==> src/rtl/erase_range_walker.sv <==
module erase_range_walker #(
  parameter int AW      = 23,
  parameter int P_SHIFT = 14,
  parameter int P_COUNT = 8,
  parameter int M_SHIFT = 17,
  parameter int M_COUNT = 31
) (
  input  logic          clk,
  input  logic          rst_n,
  input  logic          start,
  input  logic [AW-1:0] start_addr,
  input  logic [AW-1:0] length,
  output logic          busy,
  output logic          erase_req,
  output logic [AW-1:0] erase_addr,
  input  logic          erase_ack,
  input  logic          erase_fail,
  output logic          done,
  output logic          invalid,
  output logic          failed
);
  localparam int EW = AW + 1;
  localparam logic [EW-1:0] P_BYTES = EW'(1) << P_SHIFT;
  localparam logic [EW-1:0] M_BYTES = EW'(1) << M_SHIFT;
  localparam logic [EW-1:0] MAIN_BASE = EW'(P_COUNT) << P_SHIFT;
  localparam logic [EW-1:0] ARRAY_END = MAIN_BASE + (EW'(M_COUNT) << M_SHIFT);

  typedef enum logic [1:0] {IDLE, ISSUE, WAIT} state_t;
  state_t state;

  logic [EW-1:0] cur, rem;

  function automatic logic off_grid(input logic [EW-1:0] a);
    if (a >= MAIN_BASE) return |a[M_SHIFT-1:0];
    else                return |a[P_SHIFT-1:0];
  endfunction

  wire [EW-1:0] s_ext = {1'b0, start_addr};
  wire [EW-1:0] l_ext = {1'b0, length};
  wire [EW-1:0] e_ext = s_ext + l_ext;
  wire zero_len = (length == '0);
  wire bad_req  = (s_ext >= ARRAY_END) || (e_ext > ARRAY_END) ||
                  off_grid(s_ext) || off_grid(e_ext);
  wire [EW-1:0] step = (cur >= MAIN_BASE) ? M_BYTES : P_BYTES;

  assign busy       = (state != IDLE);
  assign erase_req  = (state == ISSUE);
  assign erase_addr = cur[AW-1:0];

  always_ff @(posedge clk or negedge rst_n) begin
    if (!rst_n) begin
      state   <= IDLE;
      cur     <= '0;
      rem     <= '0;
      done    <= 1'b0;
      invalid <= 1'b0;
      failed  <= 1'b0;
    end else begin
      done    <= 1'b0;
      invalid <= 1'b0;
      failed  <= 1'b0;
      case (state)
        IDLE: if (start) begin
          if (zero_len)     done    <= 1'b1;
          else if (bad_req) invalid <= 1'b1;
          else begin
            cur   <= s_ext;
            rem   <= l_ext;
            state <= ISSUE;
          end
        end
        ISSUE: state <= WAIT;
        WAIT: if (erase_ack) begin
          if (erase_fail) begin
            failed <= 1'b1;
            state  <= IDLE;
          end else if (rem <= step) begin
            done  <= 1'b1;
            state <= IDLE;
          end else begin
            cur   <= cur + step;
            rem   <= rem - step;
            state <= ISSUE;
          end
        end
        default: state <= IDLE;
      endcase
    end
  end
endmodule

==> config.mk <==
export PLATFORM = sky130hd
export DESIGN_NAME = erase_range_walker
export DESIGN_NICKNAME = d
export VERILOG_FILES = /design/src/rtl/erase_range_walker.sv
export SDC_FILE = /design/constraint.sdc
export NUM_CORES = 1
export LEC_CHECK = 0
export CAP_MARGIN = 20
export CELL_PAD_IN_SITES_DETAIL_PLACEMENT = 0
export CELL_PAD_IN_SITES_GLOBAL_PLACEMENT = 1
export CORE_UTILIZATION = 30
export CTS_CLUSTER_DIAMETER = 60
export DETAILED_ROUTE_END_ITERATION = 10
export GPL_TIMING_DRIVEN = 0
export PLACE_DENSITY = 0.65
export SLEW_MARGIN = 0
export SYNTH_ARGS = -nofsm -noshare
export SYNTH_HDL_FRONTEND = slang
export SYNTH_SLANG_ARGS = --single-unit
==> constraint.sdc <==
create_clock -name clk -period 2.75 [get_ports clk]
set_clock_uncertainty 0.15 [all_clocks]
set_input_delay 0.55 -clock clk [delete_from_list [all_inputs] [get_ports clk]]
set_output_delay 0.55 -clock clk [all_outputs]
set_load 0.02 [all_outputs]
# Yosys cells after proc, flatten, opt, wreduce, memory -nomap -nowiden
# Index checks and enable logic that the tools add are counted.
[word_totals] ff_bits=53 wordCells=73 input_bits=51 output_inout_bits=28
[classes] addsub=3 n_reduce_logical=13 eq_ne=8 magnitude_cmp=6 muxes=37
[ops] operator="$mux W24" n=12
[ops] operator="$pmux W24 S2" n=2
[ops] operator="$ge A24 B18 Y1 const B" n=2
[ops] operator="$reduce_or A17 Y1" n=2
[ops] operator="$reduce_or A14 Y1" n=2
[ops] operator="$add A23 B23 Y24" n=1
[ops] operator="$add A24 B18 Y24" n=1
[ops] operator="$gt A24 B23 Y1 const B" n=1
[ops] operator="$le A24 B18 Y1" n=1
[ops] operator="$sub A24 B18 Y24" n=1
[ops] operator="$ge A23 B18 Y1 const B" n=1
[ops] operator="$ge A23 B23 Y1 const B" n=1
[ops] operator="$logic_not A23 Y1" n=1
[ops] operator="$mux W18" n=1
[ops] operator="$mux W1" n=16
[ops] operator="$ne A2 B2 Y1 const B" n=6
[ops] operator="$mux W2" n=4
[ops] operator="$reduce_and A7 Y1" n=1
[ops] operator="$pmux W2 S3" n=1
[ops] operator="$reduce_and A4 Y1" n=1
[ops] operator="$reduce_bool A2 Y1" n=2
[ops] operator="$logic_or A1 B1 Y1" n=3
[ops] operator="$eq A2 B1 Y1 const B" n=1
[ops] operator="$eq A2 B2 Y1 const B" n=1
[ops] operator="other kinds (2)" n=2

# Logic depth before layout (Yosys ltp)
# Gate-level depths: netlist of run 1.
[depth] depth_word=9 depth_mapped=15 ltp_nobuf=14

# Worst setup path after synthesis of run 1
# OpenSTA, ideal clock, no wires.
[synth_timing] kind="input to register" start="input port start_addr[0]" end="register cur[15]" n_path_buf=1 stages=12 required_time_ps=2473 setup_ps=127 arrival_ps=3529 slack_ps=-1057 path_cell_list="ha_1 fa_1 a21o_1 a221o_1 nand3_2 a21boi_1 a2111oi_1 xor2_1 a41oi_2 o31ai_4 buf_6 mux2_1"
[synth_via] elab_chain_cells=7 word_cells_on_any_way=16 classes_between="1 x add/sub; 4 x order compare; 1 x eq/ne; 2 x mux; 8 x reduce/logical"
[synth_rtl] item="from (decl)" line_no="11" source="input logic [AW-1:0] start_addr,"
[synth_rtl] item="$add A23 B23 Y24" line_no="40" source="wire [EW-1:0] e_ext = s_ext + l_ext;"
[synth_rtl] item="$gt A24 B23 Y1" line_no="42" source="wire bad_req = (s_ext >= ARRAY_END) || (e_ext > ARRAY_END) ||"
[synth_rtl] item="$logic_or A1 B1 Y1 (2 in a row)" line_no="42"
[synth_rtl] item="$logic_or A1 B1 Y1 *" line_no="43" source="off_grid(s_ext) || off_grid(e_ext);"
[synth_rtl] item="$ne A2 B2 Y1 (no line) *"
[synth_rtl] item="$reduce_and A7 Y1 (no line) *"
[synth_rtl] item="to (signal assigned)" line_no="67" source="cur <= s_ext;"
[synth_rtl] item="to (signal assigned)" line_no="81" source="cur <= cur + step;"
[synth_rtl] item="to (decl)" line_no="31" source="logic [EW-1:0] cur, rem;"
# Every way passes the cells marked *; elsewhere a longest branch is shown, timed or not.
# A chain may end at the register's enable or synchronous reset.

# Worst setup path in the final report of run 1
[layout_timing] start="input port length[0]" end="register rem[17]"
[layout_via] elab_chain_cells=7 word_cells_on_any_way=13 classes_between="1 x add/sub; 2 x order compare; 2 x eq/ne; 1 x mux; 7 x reduce/logical"
[layout_rtl] item="from (decl)" line_no="12" source="input logic [AW-1:0] length,"
[layout_rtl] item="$add A23 B23 Y24" line_no="40"
[layout_rtl] item="$gt A24 B23 Y1" line_no="42"
[layout_rtl] item="$logic_or A1 B1 Y1 (2 in a row)" line_no="42"
[layout_rtl] item="$logic_or A1 B1 Y1" line_no="43"
[layout_rtl] item="$ne A2 B2 Y1 (no line)"
[layout_rtl] item="$reduce_and A7 Y1 (no line) *"
[layout_rtl] item="to (signal assigned)" line_no="68" source="rem <= l_ext;"
[layout_rtl] item="to (signal assigned)" line_no="82" source="rem <= rem - step;"
[layout_rtl] item="to (decl)" line_no="31"
# Marks and branches as above.

==> results.cfg, run 1 <==
[pwr]
p_leak_nw = 2.66
p_total_w = 0.00249
power_density_nw_per_um2 = 406
vdd_ir_drop_max_v = 0.000259

[critical_path]
crit_top_cell = buf_6
slowest_delay_ns = 0.42
crit_fanout = 5
crit_type = input pin to register
cp_slowest_cell = a221o_1
critPathCaptureType = register
critPathArrivalTime_ns = 3.86
start_kind = input pin
crit_required_ns = 2.77
path_cells = buf_8, ha_4, fa_2, a21o_1, a221o_1, buf_6, nand3_4, a21boi_4, a2111oi_4, xor2_1, buf_4, a41oi_4, o31ai_4, buf_6, mux2_4

[hold_path]
min_path_type = input pin to asynchronous set/reset pin

[floorplan]
start_util_pct = 30.6
rows = 43
die_x_um = 121
io-pin-count = 79
core_um2 = 13800
dieArea_um2 = 14600
die_height_um = 121

[global_routing]
grt.total_usage_pct = 19.3
antenna_found_initial = 0
grt_max_degree = 37
grt_pass1_wl_um = 21900
grt_overflow = 0
grt_pass1_vias = 4064

[sta]
slew_violations = 0
setup_viol = 50
fmax_ghz = 0.261
setup_tns_ns = -49.31
tightest_slew_ns = 0.562
fin_crit_ns = 3.83
period_share_pct = 139
relSlewSlack_pct = 62.5
hold_viol_final = 0
rsz0062_at_grt = true
worst_slack_ns = -1.08

[clock_tree]
numCtsBuffers = 5
cts_buffer_depth = 2
root_buffer = clkbuf_16
postCtsHoldBufs = 0
cts_sinks = 53
clk_pin_slew_ns = 0.07
cts_tree = built
clk-insertion-delay-late_ns = 0.29
htree_levels = 2

[placement]
dpl.hpwl_um = 10700
numPortBuffers = 78
gp_congestion = 0.845
place_area_um2 = 5320
dpl.cell_count = 747

[final_layout]
num_antenna_cells = 0
nets = 673
syn_to_final_growth_pct = 44.5
utilization_pct = 44.2
seqCellArea_um2 = 1330
drive_gt1_share_pct = 25.3
post-route-cell-area_um2 = 6120
instances_no_fill = 773
multi_input_area_um2 = 3100
fillers = 1382

[logic_synthesis]
synthArstFlopShare_pct = 100
ys.flop_type = dfrtp_1
ys_warn_count = 0
yosys.area.top_type_share_pct = 31.3
synth_area_um2 = 4230
ys_seq_elements = 53
post-synth-top-area-cell = dfrtp_1
ys_top_cells_by_area = dfrtp_1, ha_1, buf_4, o21ai_0, mux2_1
synth_nets = 569
synth_edf_count = 0
synth.distinct_cells = 69
synthCells = 488
syn_avg_cell_area_um2 = 8.68
synth-seq-area-share_pct = 31.3

[route]
drt-vias-per-instance = 5.47
drtIter0Drc = 272
wl_um = 14200
antenna_left = 0
first_pass_iters = 5
routedWlPerCell_um = 18.4
vias = 4228
drc = 0

[status]
violations = setup timing
status = complete, but fails checks

[flow_run]
drv_cap = 0
-- where the power goes --
part / internal, W / total, W / switching (W) / leakage, nW
registers: 0.000815 / 0.000856 / 0.0000411 / 0.723
clock network: 0.000339 / 0.000635 / 0.000296 / 0.0631
logic: 0.000459 / 0.000995 / 0.000536 / 1.87
total: 0.00161 / 0.00249 / 0.000873 / 2.66
-- area by class of cell --
cell class                 instances  share of cell area [%]
sequential                        53                    21.7
clock buffer                       6                    2.11
buffer                            35                    4.32
clock inverter                     2                   0.245
inverter                          16                   0.982
tap                              180                    3.68
multi-input combinational        378                    50.6
timing repair buffer             103                    16.4
-- sequential cells by signal, indices dropped and copies added (netlist names) --
| register | count |
|---|---|
| cur | 24 |
| done | 1 |
| failed | 1 |
| invalid | 1 |
| rem | 24 |
| state | 2 |
-- cells in the final DEF (no fill, tap or decap), types with 4 or more instances in the layout --
cell | synthesis | final
dlygate4sd2_1 | 0 | 13
o21bai_1 | 4 | 4
a21o_1 | 7 | 7
ha_1 | 29 | 11
clkdlybuf4s50_1 | 0 | 48
mux2_4 | 0 | 18
a31oi_1 | 8 | 5
o211ai_1 | 5 | 5
buf_4 | 26 | 40
and3_1 | 6 | 6
nand3_1 | 9 | 9
o2bb2ai_1 | 10 | 10
ha_2 | 0 | 4
nor2_1 | 36 | 35
clkdlybuf4s15_1 | 0 | 5
nor2b_1 | 17 | 13
ha_4 | 0 | 14
and2_1 | 4 | 4
nor2b_4 | 0 | 4
xor2_1 | 4 | 4
o21ai_0 | 36 | 34
clkbuf_16 | 0 | 6
a21oi_1 | 33 | 27
inv_1 | 15 | 13
buf_6 | 1 | 12
nor4_1 | 15 | 15
nand2_1 | 43 | 43
dfrtp_1 | 53 | 53
nor3_1 | 9 | 8
clkbuf_1 | 11 | 5
nand4_1 | 8 | 8
a21oi_2 | 2 | 5
clkbuf_2 | 0 | 4
a211oi_1 | 8 | 6
dlymetal6s2s_1 | 0 | 5
a221o_1 | 5 | 5
o31ai_1 | 4 | 4
-- per-stage QoR --
| step | hold WS [ns] | setup slack, ns |
|---|---|---|
| 2_1_floorplan | 0.104 | -0.915 |
| 3_3_place_gp | 0.324 | -1.96 |
| 3_5_place_dp | 0.335 | -1.99 |
| 4_1_cts | 0.0538 | -1.18 |
| 5_1_grt | 0.0755 | -1.20 |
| 6_report | 0.0445 | -1.08 |
-- layer usage --
| metal | wire length (µm) | GRT usage [%] | vias to the layer above | share of wire, % |
|---|---|---|---|---|
| met3 | 590 | 2.59 | 10 | 4.2 |
| met4 | 158 | 4.40 | 0 | 1.1 |
| met1 | 6600 | 26.2 | 2070 | 47 |
| met5 | 0 | 0 | - | 0 |
| li1 | - | - | 2009 | - |
| met2 | 6840 | 32.5 | 139 | 48 |
-- critical path, delay by kind of cell --
kind	cells	cell delay (ns)
AOI/OAI and AO/OA	6	1.63
xor gates and xnor gates	1	0.18
adders and majority gates	2	0.51
buffers and inverters	4	0.61
muxes	1	0.30
and+or+nand+nor	1	0.06
-- timing repair --
| item | in CTS | in global routing |
|---|---|---|
| endpoints found under the hold margin | 0 | 0 |
| cloned | 0 | 2 |
| gates resized for setup | 82 | 65 |
| setup endpoints to repair | 50 | 51 |
| buffers inserted | 17 | 5 |
| pin swaps | 15 | 26 |
-- worst paths after layout --
kind | startpoint | to | slack (ns) | depth (start not counted)
min in group clk | rem[23]$_DFFE_PN0P_ | rem[23]$_DFFE_PN0P_ | 0.35 | 1
max reg2reg | cur[21]$_DFFE_PN0P_ | rem[17]$_DFFE_PN0P_ | -0.52 | 12
max in group asynchronous | rst_n | rem[5]$_DFFE_PN0P_ | 1.85 | 2
min reg2reg | rem[23]$_DFFE_PN0P_ | rem[23]$_DFFE_PN0P_ | 0.35 | 1
max | length[0] | rem[17]$_DFFE_PN0P_ | -1.08 | 15
min | rst_n | cur[17]$_DFFE_PN0P_ | 0.04 | 1
-- Yosys cell counts, types with 3 or more instances --
cell       instances
a211oi_1           8
a21o_1             7
a21oi_1           33
a221o_1            5
a22o_1             3
a2bb2oi_1          3
a31oi_1            8
and2_1             4
and3_1             6
buf_4             26
clkbuf_1          11
dfrtp_1           53
ha_1              29
inv_1             15
mux2_1            16
mux2i_1            4
nand2_1           43
nand2b_1           3
nand3_1            9
nand4_1            8
nor2_1            36
nor2b_1           17
nor3_1             9
nor4_1            15
o211ai_1           5
o21ai_0           36
o21bai_1           4
o2bb2ai_1         10
o31ai_1            4
or3_1              4
xnor2_1            4
xor2_1             4
-- logic make-up (layout without fill, tap and decap cells) --
family,count (synthesis),count (layout),synth area share [%]
and+or+nand+nor,166,166,19.9
muxes,22,22,5.73
xor gates and xnor gates,8,8,1.65
AOI/OAI and AO/OA,152,152,24.7
adders and majority gates,30,30,9.04
DFF,53,53,31.3
buffers and inverters,57,162,7.59
Power figures use the tool's default switching activity.
==> run 2: changes to the inputs <==
TNS_END_PERCENT = 10   (was unset)
==> results.cfg, run 2 (same netlist as run 1, synthesis figures left out) <==
[sta]
worst_slack_ns = -0.964
relSlewSlack_pct = 64.2
fmax_ghz = 0.269
tightest_slew_ns = 0.537
slew_violations = 0
hold_viol_final = 0
rsz0062_at_grt = true
period_share_pct = 135
fin_hold_ws_ns = 0.0183
setup_viol = 50
fin_crit_ns = 3.71

[route]
wl_um = 14100
antenna_left = 0
drt-vias-per-instance = 5.39
drtIter0Drc = 255
drc = 0
vias = 4189
first_pass_iters = 5
routedWlPerCell_um = 18.2

[final_layout]
num_antenna_cells = 0
syn_to_final_growth_pct = 43.8
nets = 677
fillers = 1387
instances_no_fill = 777
drive_gt1_share_pct = 27.8
final_common_cell = dfrtp_1
multi_input_area_um2 = 3060
seqCellArea_um2 = 1330
final_cell_mix = dfrtp_1, buf_4, nand2_1
top_regs = cur: 24 flops, rem: 24 flops, state: 2 flops
post-route-cell-area_um2 = 6090
utilization_pct = 44.0

[critical_path]
start_kind = input pin
crit_type = input pin to register
critPathArrivalTime_ns = 3.78
crit_fanout = 6
critPathLaunch = start_addr[9]
r2r-start = cur[21]$_DFFE_PN0P_
critPathCaptureType = register
crit_required_ns = 2.81

[clock_tree]
cts_tree = built
htree_levels = 2
root_buffer = clkbuf_16
postCtsHoldBufs = 0
cts_buffer_depth = 2
clk-insertion-delay-late_ns = 0.30
numCtsBuffers = 5
cts_sinks = 53
clk_pin_slew_ns = 0.07

[hold_path]
min_path_type = input pin to asynchronous set/reset pin

[floorplan]
start_util_pct = 30.6
io-pin-count = 79
dieArea_um2 = 14600
die_x_um = 121
die_height_um = 121
rows = 43
core_um2 = 13800

[pwr]
power_density_nw_per_um2 = 414
pwr-share-comb_pct = 39.5
power.share.sequential_pct = 33.9
switching_power_w = 0.000897
pwr-share-clk_pct = 26.5
p_leak_nw = 2.71
vdd_ir_drop_max_v = 0.000245
p_sw_share_pct = 35.5
p_total_w = 0.00252
internal_power_w = 0.00163

[placement]
dpl.hpwl_um = 10600
gp_congestion = 0.865
place_area_um2 = 5290
numPortBuffers = 78
dpl.cell_count = 747

[global_routing]
grt_overflow = 0
grt_pass1_wl_um = 22500
antenna_found_initial = 0
grt.total_usage_pct = 19.8
grt_pass1_vias = 4041
grt_max_degree = 41

[flow_run]
drv_cap = 0

[status]
status = complete, but fails checks
violations = setup timing
[run 2: cell types whose count changed in the layout (fill, tap and decap cells not counted), moves of 4 or more]
cell	change
buf_4	+5
ha_2	+4
clkdlybuf4s50_1	-8
nor2b_4	-4
dlymetal6s2s_1	+4
clkbuf_2	+5
buf_6	-5
[run 2: power by group through the flow]
stage / logic [W] / clock network [W] / registers [W]
global route: 0.00109 / 0.000716 / 0.000863
global placement: 0.000812 / 0 / 0.000868
detailed placement: 0.000823 / 0 / 0.000868
CTS: 0.000933 / 0.000685 / 0.000853
floorplan: 0.000526 / 0 / 0.000858
finish: 0.000997 / 0.000669 / 0.000856
[run 2: what timing repair did]
| item | 4_1_cts | 5_1_grt |
|---|---|---|
| setup buffers | 21 | 6 |
| pin swaps | 24 | 27 |
| gates cloned | 1 | 0 |
| setup endpoints to repair | 50 | 51 |
| gates resized for setup | 111 | 71 |
[run 2: layout make-up]
| type | count | share of cell area [%] |
|---|---|---|
| timing repair buffer | 107 | 16.5 |
| sequential | 53 | 21.8 |
| clock inverter | 3 | 0.473 |
| inverter | 16 | 0.986 |
| buffer | 35 | 4.36 |
| tap | 180 | 3.70 |
| clock buffer | 5 | 2.05 |
| multi-input combinational | 378 | 50.2 |
[run 2: layer usage]
| layer | wire length [µm] | share of wire (%) | vias to the layer above | track usage, % |
|---|---|---|---|---|
| met4 | 103 | 0.73 | 0 | 3.16 |
| met5 | 0 | 0 | - | 0 |
| met2 | 6360 | 45 | 114 | 31.3 |
| li1 | - | - | 2026 | - |
| met3 | 643 | 4.5 | 10 | 2.92 |
| met1 | 7020 | 50 | 2039 | 28.8 |
[run 2: per-stage QoR]
stage / setup slack (ns) / TNS (ns)
finish: -0.964 / -41.94
global route: -1.05 / -46.65
CTS: -1.04 / -46.15
detailed placement: -1.94 / -89.84
global placement: -1.93 / -129.61
floorplan: -0.916 / -37.73
[run 2: path summary, 6_finish.rpt]
kind                            slack (ns)  cells past startpoint                   to
worst max-delay path                 -0.96                     13  rem[15]$_DFFE_PN0P_
worst min-delay path                  0.02                      1  cur[22]$_DFFE_PN0P_
worst max register to register       -0.43                     14  cur[15]$_DFFE_PN0P_
worst min register to register        0.34                      1  cur[23]$_DFFE_PN0P_
max in group asynchronous             1.88                      2  cur[21]$_DFFE_PN0P_
min in group clk                      0.34                      1  cur[23]$_DFFE_PN0P_
[run 2: critical path: stages]
cell and delay, ns:
dlygate4sd2_1 0.28, ha_4 0.27, and4_1 0.19, a221o_1 0.35, buf_6 0.14, o211a_1 0.22
or3_4 0.34, a211oi_4 0.32, a41oi_4 0.20, o31ai_4 0.36, buf_6 0.19, buf_12 0.12
mux2i_2 0.21
